--- config.mk ---
export PLATFORM = sky130hd
export DESIGN_NAME = card_detect_monitor
export DESIGN_NICKNAME = d
export VERILOG_FILES = /design/src/rtl/cdm_pkg.sv /design/src/rtl/cdm_sync.sv /design/src/rtl/cdm_debounce.sv /design/src/rtl/cdm_bus_guard.sv /design/src/rtl/card_detect_monitor.sv
export SDC_FILE = /design/constraint.sdc
export NUM_CORES = 1
export LEC_CHECK = 0
export BUFFER_PORTS_ARGS = -buffer_cell sky130_fd_sc_hd__buf_2
export CORE_MARGIN = 4
export CORE_UTILIZATION = 53
export DETAILED_ROUTE_END_ITERATION = 12
export PLACE_DENSITY = 0.76
export SETUP_SLACK_MARGIN = 0.2
export SYNTH_ARGS = -nofsm -noshare
export SYNTH_HDL_FRONTEND = slang
export SYNTH_SLANG_ARGS = --single-unit
--- constraint.sdc ---
create_clock -name clk -period 2.15 [get_ports clk]
set_input_delay 0.215 -clock clk [delete_from_list [all_inputs] [get_ports clk]]
set_output_delay 0.215 -clock clk [all_outputs]
set_load 0.005 [all_outputs]
--- src/rtl/cdm_pkg.sv ---
// Package: shared types for the card-presence monitor.
// Assumes: nothing beyond a single clock domain for all users.
package cdm_pkg;

    // Debounced view of the presence pin handed from filter to guard.
    typedef struct packed {
        logic stable;   // level has held for a full window
        logic level;    // last settled level, 1 = present
    } det_state_t;

endpackage

--- src/rtl/cdm_sync.sv ---
// Module: cdm_sync
// Brings an asynchronous single-bit pin into the clk domain through a
// shift chain of STAGES flops.
// Assumes: STAGES >= 2; d may change at any time relative to clk.
module cdm_sync #(
    parameter int STAGES = 2
) (
    input  logic clk,
    input  logic rst_n,
    input  logic d,
    output logic q
);

    localparam int LAST = STAGES - 1;

    logic [LAST:0] chain_q;

    // Shift the pin through the synchronizer chain.
    always_ff @(posedge clk) begin
        if (!rst_n) begin
            chain_q <= '0;
        end else begin
            chain_q <= {chain_q[LAST-1:0], d};
        end
    end

    assign q = chain_q[LAST];

    // the first stage holds what the pin showed one edge earlier.
    a_r2_first_stage: assert property (@(posedge clk) disable iff (!rst_n)
        1'b1 |=> chain_q[0] == $past(d));

endmodule

--- src/rtl/cdm_debounce.sv ---
// Module: cdm_debounce
// Waits for the synchronized presence level to stay unchanged for
// DEBOUNCE_CYCLES consecutive edges, then reports it as settled.
// Assumes: sync_lvl is already in the clk domain; DEBOUNCE_CYCLES >= 1.
module cdm_debounce
    import cdm_pkg::*;
#(
    parameter int DEBOUNCE_CYCLES = 500000
) (
    input  logic       clk,
    input  logic       rst_n,
    input  logic       sync_lvl,
    output det_state_t state
);

    localparam int CNT_W = (DEBOUNCE_CYCLES > 1) ? $clog2(DEBOUNCE_CYCLES) : 1;
    localparam logic [CNT_W-1:0] CNT_LAST = CNT_W'(DEBOUNCE_CYCLES - 1);

    logic             lvl_q;      // level currently being timed
    logic [CNT_W-1:0] cnt_q;      // edges the level has held so far
    logic             stable_q;   // window complete
    logic             settled_q;  // last level that completed a window
    logic             changed;

    assign changed = (sync_lvl != lvl_q);

    // Track the timed level and restart the window on every change.
    always_ff @(posedge clk) begin
        if (!rst_n) begin
            lvl_q <= 1'b0;
        end else if (changed) begin
            lvl_q <= sync_lvl;
        end
    end

    // Count edges of an unchanged level until the window is complete.
    always_ff @(posedge clk) begin
        if (!rst_n) begin
            cnt_q <= '0;
        end else if (changed) begin
            cnt_q <= '0;
        end else if (!stable_q && cnt_q != CNT_LAST) begin
            cnt_q <= cnt_q + 1'b1;
        end
    end

    // Declare the level settled once the window runs out; drop it on change.
    always_ff @(posedge clk) begin
        if (!rst_n) begin
            stable_q <= 1'b0;
        end else if (changed) begin
            stable_q <= 1'b0;
        end else if (!stable_q && cnt_q == CNT_LAST) begin
            stable_q <= 1'b1;
        end
    end

    // Capture the settled level at the edge the window completes.
    always_ff @(posedge clk) begin
        if (!rst_n) begin
            settled_q <= 1'b0;
        end else if (!changed && !stable_q && cnt_q == CNT_LAST) begin
            settled_q <= lvl_q;
        end
    end

    assign state.stable = stable_q;
    assign state.level  = settled_q;

    // a change of the synchronized level always reopens the window.
    a_r4_change_restarts: assert property (@(posedge clk) disable iff (!rst_n)
        changed |=> !stable_q);

    // the settled level moves only at the edge the window completes.
    a_r3_level_moves_on_settle: assert property (@(posedge clk) disable iff (!rst_n)
        (settled_q != $past(settled_q)) |-> $rose(stable_q));

    // a window completes only on a level that held through the prior edge.
    a_r3_settle_on_held_level: assert property (@(posedge clk) disable iff (!rst_n)
        $rose(stable_q) |-> $stable(lvl_q));

endmodule

--- src/rtl/cdm_bus_guard.sv ---
// Module: cdm_bus_guard
// Turns the debounced presence state into status, edge pulses, gated bus
// output enables and power/clock clear pulses.
// Assumes: det is the registered output of cdm_debounce; sw_reset_all is a
// one-cycle pulse.
module cdm_bus_guard
    import cdm_pkg::*;
#(
    parameter int DAT_W = 4
) (
    input  logic             clk,
    input  logic             rst_n,
    input  det_state_t       det,
    input  logic             sw_reset_all,
    input  logic             bus_pwr_en,
    input  logic             sd_clk_en,
    input  logic             cmd_oe_req,
    input  logic [DAT_W-1:0] dat_oe_req,
    output logic             card_inserted,
    output logic             ins_irq,
    output logic             rem_irq,
    output logic             cmd_oe,
    output logic [DAT_W-1:0] dat_oe,
    output logic             pwr_clr,
    output logic             sclk_clr
);

    logic level_d;     // settled level one edge ago
    logic lock_q;      // bus held off after a removal
    logic arrival;
    logic departure;
    logic drive_ok;

    // Remember the previous settled level for edge detection.
    always_ff @(posedge clk) begin
        if (!rst_n) begin
            level_d <= 1'b0;
        end else begin
            level_d <= det.level;
        end
    end

    // Hold the bus off after a removal until software resets the host.
    always_ff @(posedge clk) begin
        if (!rst_n) begin
            lock_q <= 1'b0;
        end else if (departure) begin
            lock_q <= 1'b1;
        end else if (sw_reset_all) begin
            lock_q <= 1'b0;
        end
    end

    // Decode status and pulses from the registered state.
    always_comb begin
        arrival       = det.level & ~level_d;
        departure     = level_d & ~det.level;
        card_inserted = det.stable & det.level;
        drive_ok      = card_inserted & ~lock_q;
    end

    // Gate the protocol engine's output enables with presence and lock.
    always_comb begin
        cmd_oe = cmd_oe_req & drive_ok;
        dat_oe = dat_oe_req & {DAT_W{drive_ok}};
    end

    // Request power and clock shutdown on a removal with both running.
    always_comb begin
        pwr_clr  = departure & bus_pwr_en & sd_clk_en;
        sclk_clr = pwr_clr;
    end

    assign ins_irq = arrival;
    assign rem_irq = departure;

    // the two interrupt pulses never coincide.
    a_r6_irq_exclusive: assert property (@(posedge clk) disable iff (!rst_n)
        !(ins_irq && rem_irq));

    // each pulse lasts a single cycle.
    a_r6_ins_one_cycle: assert property (@(posedge clk) disable iff (!rst_n)
        ins_irq |=> !ins_irq);
    a_r6_rem_one_cycle: assert property (@(posedge clk) disable iff (!rst_n)
        rem_irq |=> !rem_irq);

    // after a removal the bus stays undriven on the following cycle.
    a_r8_locked_after_removal: assert property (@(posedge clk) disable iff (!rst_n)
        rem_irq |=> (!cmd_oe && dat_oe == '0));

    // clear requests appear only alongside a removal, and together.
    a_r9_clear_with_removal: assert property (@(posedge clk) disable iff (!rst_n)
        (pwr_clr || sclk_clr) |-> (rem_irq && pwr_clr && sclk_clr));

endmodule

--- src/rtl/card_detect_monitor.sv ---
// Module: card_detect_monitor
// Top of the card-presence monitor: synchronizer, debounce filter and bus
// guard in a chain. Software reset-all reaches only the guard's lock.
// Assumes: one clock, synchronous active-low reset, detect_raw high = card.
module card_detect_monitor
    import cdm_pkg::*;
#(
    parameter int DEBOUNCE_CYCLES = 500000,
    parameter int SYNC_STAGES     = 2,
    parameter int DAT_W           = 4
) (
    input  logic             clk,
    input  logic             rst_n,
    input  logic             detect_raw,
    input  logic             sw_reset_all,
    input  logic             bus_pwr_en,
    input  logic             sd_clk_en,
    input  logic             cmd_oe_req,
    input  logic [DAT_W-1:0] dat_oe_req,
    output logic             card_inserted,
    output logic             det_stable,
    output logic             ins_irq,
    output logic             rem_irq,
    output logic             cmd_oe,
    output logic [DAT_W-1:0] dat_oe,
    output logic             pwr_clr,
    output logic             sclk_clr
);

    logic       sync_lvl;
    det_state_t det;

    cdm_sync #(
        .STAGES (SYNC_STAGES)
    ) u_sync (
        .clk   (clk),
        .rst_n (rst_n),
        .d     (detect_raw),
        .q     (sync_lvl)
    );

    cdm_debounce #(
        .DEBOUNCE_CYCLES (DEBOUNCE_CYCLES)
    ) u_debounce (
        .clk      (clk),
        .rst_n    (rst_n),
        .sync_lvl (sync_lvl),
        .state    (det)
    );

    cdm_bus_guard #(
        .DAT_W (DAT_W)
    ) u_guard (
        .clk           (clk),
        .rst_n         (rst_n),
        .det           (det),
        .sw_reset_all  (sw_reset_all),
        .bus_pwr_en    (bus_pwr_en),
        .sd_clk_en     (sd_clk_en),
        .cmd_oe_req    (cmd_oe_req),
        .dat_oe_req    (dat_oe_req),
        .card_inserted (card_inserted),
        .ins_irq       (ins_irq),
        .rem_irq       (rem_irq),
        .cmd_oe        (cmd_oe),
        .dat_oe        (dat_oe),
        .pwr_clr       (pwr_clr),
        .sclk_clr      (sclk_clr)
    );

    assign det_stable = det.stable;

    // presence is never reported on an unsettled level.
    a_r5_inserted_needs_stable: assert property (@(posedge clk) disable iff (!rst_n)
        card_inserted |-> det_stable);

    // no line is driven while presence is not reported.
    a_r7_no_drive_when_absent: assert property (@(posedge clk) disable iff (!rst_n)
        !card_inserted |-> (!cmd_oe && dat_oe == '0));

    // a reset-all pulse does not pull a settled level back into debounce.
    a_r10_reset_all_keeps_state: assert property (@(posedge clk) disable iff (!rst_n)
        (sw_reset_all && det_stable && sync_lvl == det.level) |=> det_stable);

endmodule

==> results_dict.tcl <==
set metrics [dict create \
    die_h_um 57.15 \
    drt_iter0_markers 34 \
    cts_sinks 26 \
    run_status "completed" \
    via_per_inst 5.657 \
    grt_pass1_wl_um 4698 \
    final_nets 183 \
    diodes 0 \
    drive_gt1_frac 0.2176 \
    skew_ns 0.008712 \
    min_to "u_sync.chain_q[0]$_SDFF_PN0_" \
    period_share 0.8314 \
    root_buffer "clkbuf_4" \
    grt_pass1_vias 1054 \
    rr_startpoint "u_debounce.cnt_q[9]$_SDFFE_PP0P_" \
    placed_cell_area_mm2 0.001424 \
    insertion_delay_ns 0.33 \
    firstDrtPassIters 4 \
    ys_seq_elements 26 \
    required_ns 2.39 \
    p_leak_nw 0.5976 \
    crit_fanout 10 \
    hold_class "primary input to register" \
    cts_buffers 3 \
    antenna_found_initial 0 \
    drv_cap 0 \
    ir_worst_vdd_v 0.0006643 \
    power_density_mw_per_mm2 593.4 \
    ctsHoldBuffers 0 \
    setup_viol 0 \
    min_period_ns 1.787 \
    hold_depth 2 \
    seq_area_frac_synth 0.4066 \
    syn_avg_cell_area_um2 8.951 \
    wl_per_cell_um 13.32 \
    netlist_area_mm2 0.001280 \
    start_kind "register" \
    r2r_cells 4 \
    place_congestion 0.8873 \
    relSlewSlack 0.6747 \
    syn_to_final_growth_pct 17.69 \
    clk_pin_slew_ns 0.14 \
    routed_wl_um 2638 \
    worstSetupPathType "register to register" \
    grt_max_degree 16 \
    die_w_um 57.15 \
    ios 22 \
    coreArea_mm2 0.002255 \
    h-tree-depth 1 \
    stdcell_count 198 \
    dp_hpwl_um 2043 \
    port_buffers 21 \
    finalSetupTns_ns 0 \
    start_util 0.5677 \
    dieArea_mm2 0.003266 \
    ys.warnings.count 0 \
    final-hold-violation-count 0 \
    end_kind "register" \
    fp-row-count 17 \
    cts_buffer_depth 2 \
    grt_use_total 0.1791 \
    fmax_ghz 0.5595 \
    overflow 0 \
    rsz0062_at_grt "false" \
    synth_cell_type_count 42 \
    worstMarginPinSlew_ns 0.4843 \
    critical_path.reg2reg.endpoint "u_debounce.cnt_q[1]$_SDFFE_PP0P_" \
    dr_total_vias 1120 \
    r2r_slack_ns 0.36 \
    syn_inst 143 \
    final-max-slew-violation-count 0 \
    drc_errors 0 \
    postSynthNetCount 155 \
    cts_tree "yes" \
    ant_nets 0 \
    design_area_mm2 0.001506 \
    placed_cells 191 \
    fin_util 0.6681 \
    crit_arrival_ns 2.03 \
    holdCritStartpoint "detect_raw" \
]
-- where the power goes --
part	total, W	switching, W	internal [W]
Combinational	0.0000582	0.0000323	0.0000259
Clock	0.000334	0.000145	0.000189
Sequential	0.000502	0.0000114	0.000491
Total	0.000894	0.000188	0.000705
-- synth_stat cells --
cell type  count  share of area
xnor2_1        6          0.041
nor2b_1        5          0.024
clkbuf_1       3         0.0088
mux2i_1        2          0.016
a21boi_0       1         0.0059
xor2_1         4          0.027
inv_1          1         0.0029
o21ai_1        1         0.0039
and3_1         2         0.0098
nand2_1       11          0.032
or4b_1         1         0.0078
and3b_1        1         0.0068
o311ai_0       1         0.0068
nand3b_1       3          0.018
a211oi_1       2          0.012
and4_1         1         0.0068
nand4_1        5          0.024
nor3_2         1         0.0078
a21oi_1        4          0.016
buf_4          1         0.0059
o21a_1         1         0.0059
and4b_1        1         0.0078
nand2b_1       4          0.020
a2111o_1       2          0.018
nand4b_1       2          0.014
o21ai_0        5          0.020
or4_1          1         0.0059
nor4_1         2         0.0098
nor4_4         1          0.017
nand3_1        7          0.027
nor2_1        12          0.035
or4b_4         1          0.011
and2_1        11          0.054
and4_2         1         0.0078
a31oi_1        2         0.0098
ha_1           1         0.0098
o211ai_1       1         0.0059
dfxtp_1       26           0.41
or3_1          2         0.0098
or4_4          1         0.0088
o31a_1         1         0.0068
nor3_1         2         0.0078
-- stage by stage --
step	power [W]	setup WS, ns	hold slack (ns)
after global placement	0.0005682	0.3471	0.4211
after global routing	0.0009360	0.2210	0.08747
after detailed placement	0.0005700	0.3018	0.4231
after floorplan	0.0005460	0.4315	0.3325
final	0.0008939	0.3626	0.08102
after CTS	0.0009053	0.2769	0.06938
-- metal layers --
metal  vias to the layer above  part of all wire  track usage
li1                        571                 -            -
met1                       510              0.46       0.2382
met2                        34              0.44       0.2806
met3                         5             0.083      0.05882
met4                         0             0.011      0.04636
met5                         -                 0            0
-- critical path, cell delays in order, from the launching register on --
cell     delay [ns]
dfxtp_1        0.37
or4b_1         0.58
nor3_4         0.36
nor2_1         0.09
o31a_1         0.29
-- flip-flops by register name, indices dropped and copies added (netlist names) --
signal                cells
u_guard.lock_q            1
u_debounce.settled_q      1
u_guard.level_d           1
u_debounce.cnt_q         19
u_debounce.lvl_q          1
u_sync.chain_q            2
u_debounce.stable_q       1
-- cell usage in the layout, fill, tap and decap left out, types with 6 or more instances in the layout --
| cell | n |
|---|---|
| and2_1 | 11 |
| nor2_1 | 12 |
| buf_2 | 21 |
| buf_4 | 6 |
| nand3_1 | 7 |
| nand2_1 | 11 |
| xnor2_1 | 6 |
| dfxtp_1 | 25 |
-- cells by family (layout without fill, tap and decap cells) --
| logic type | count (synthesis) | after routing | share of synthesized area |
|---|---|---|---|
| adder cells (fa/ha/maj) | 1 | 1 | 0.009774 |
| XOR/XNOR | 10 | 10 | 0.06842 |
| multiplexers | 2 | 2 | 0.01564 |
| flip-flops | 26 | 26 | 0.4066 |
| buffers and inverters | 5 | 32 | 0.01759 |
| AND/OR/NAND/NOR | 78 | 78 | 0.3724 |
| AO/OA/AOI/OAI | 21 | 21 | 0.1095 |
-- final cells by class --
cell class                 count  area [um2]
fill                         200       748.2
multi-input combinational    112       743.2
sequential                    26       521.8
timing repair buffer          27       150.1
tap                           28       35.03
clock inverter                 1       30.03
clock buffer                   3       22.52
inverter                       1       3.754
-- what timing repair did --
action / in CTS / in global routing
setup endpoints to repair: 0 / 5
buffers inserted: 0 / 3
resized for setup: 0 / 2
-- worst max-delay path by stage --
stage,slack (ns),from,to
2_1_floorplan,0.43,u_debounce.cnt_q[6]$_SDFFE_PP0P_,u_debounce.cnt_q[1]$_SDFFE_PP0P_
3_3_place_gp,0.35,u_debounce.cnt_q[10]$_SDFFE_PP0P_,u_debounce.cnt_q[1]$_SDFFE_PP0P_
3_5_place_dp,0.30,u_debounce.cnt_q[9]$_SDFFE_PP0P_,u_debounce.cnt_q[1]$_SDFFE_PP0P_
4_1_cts,0.28,u_debounce.cnt_q[9]$_SDFFE_PP0P_,u_debounce.cnt_q[1]$_SDFFE_PP0P_
5_1_grt,0.22,u_debounce.cnt_q[7]$_SDFFE_PP0P_,u_debounce.cnt_q[17]$_SDFFE_PP0P_
6_report,0.36,u_debounce.cnt_q[9]$_SDFFE_PP0P_,u_debounce.cnt_q[1]$_SDFFE_PP0P_
(Power assumes the default switching activity.)
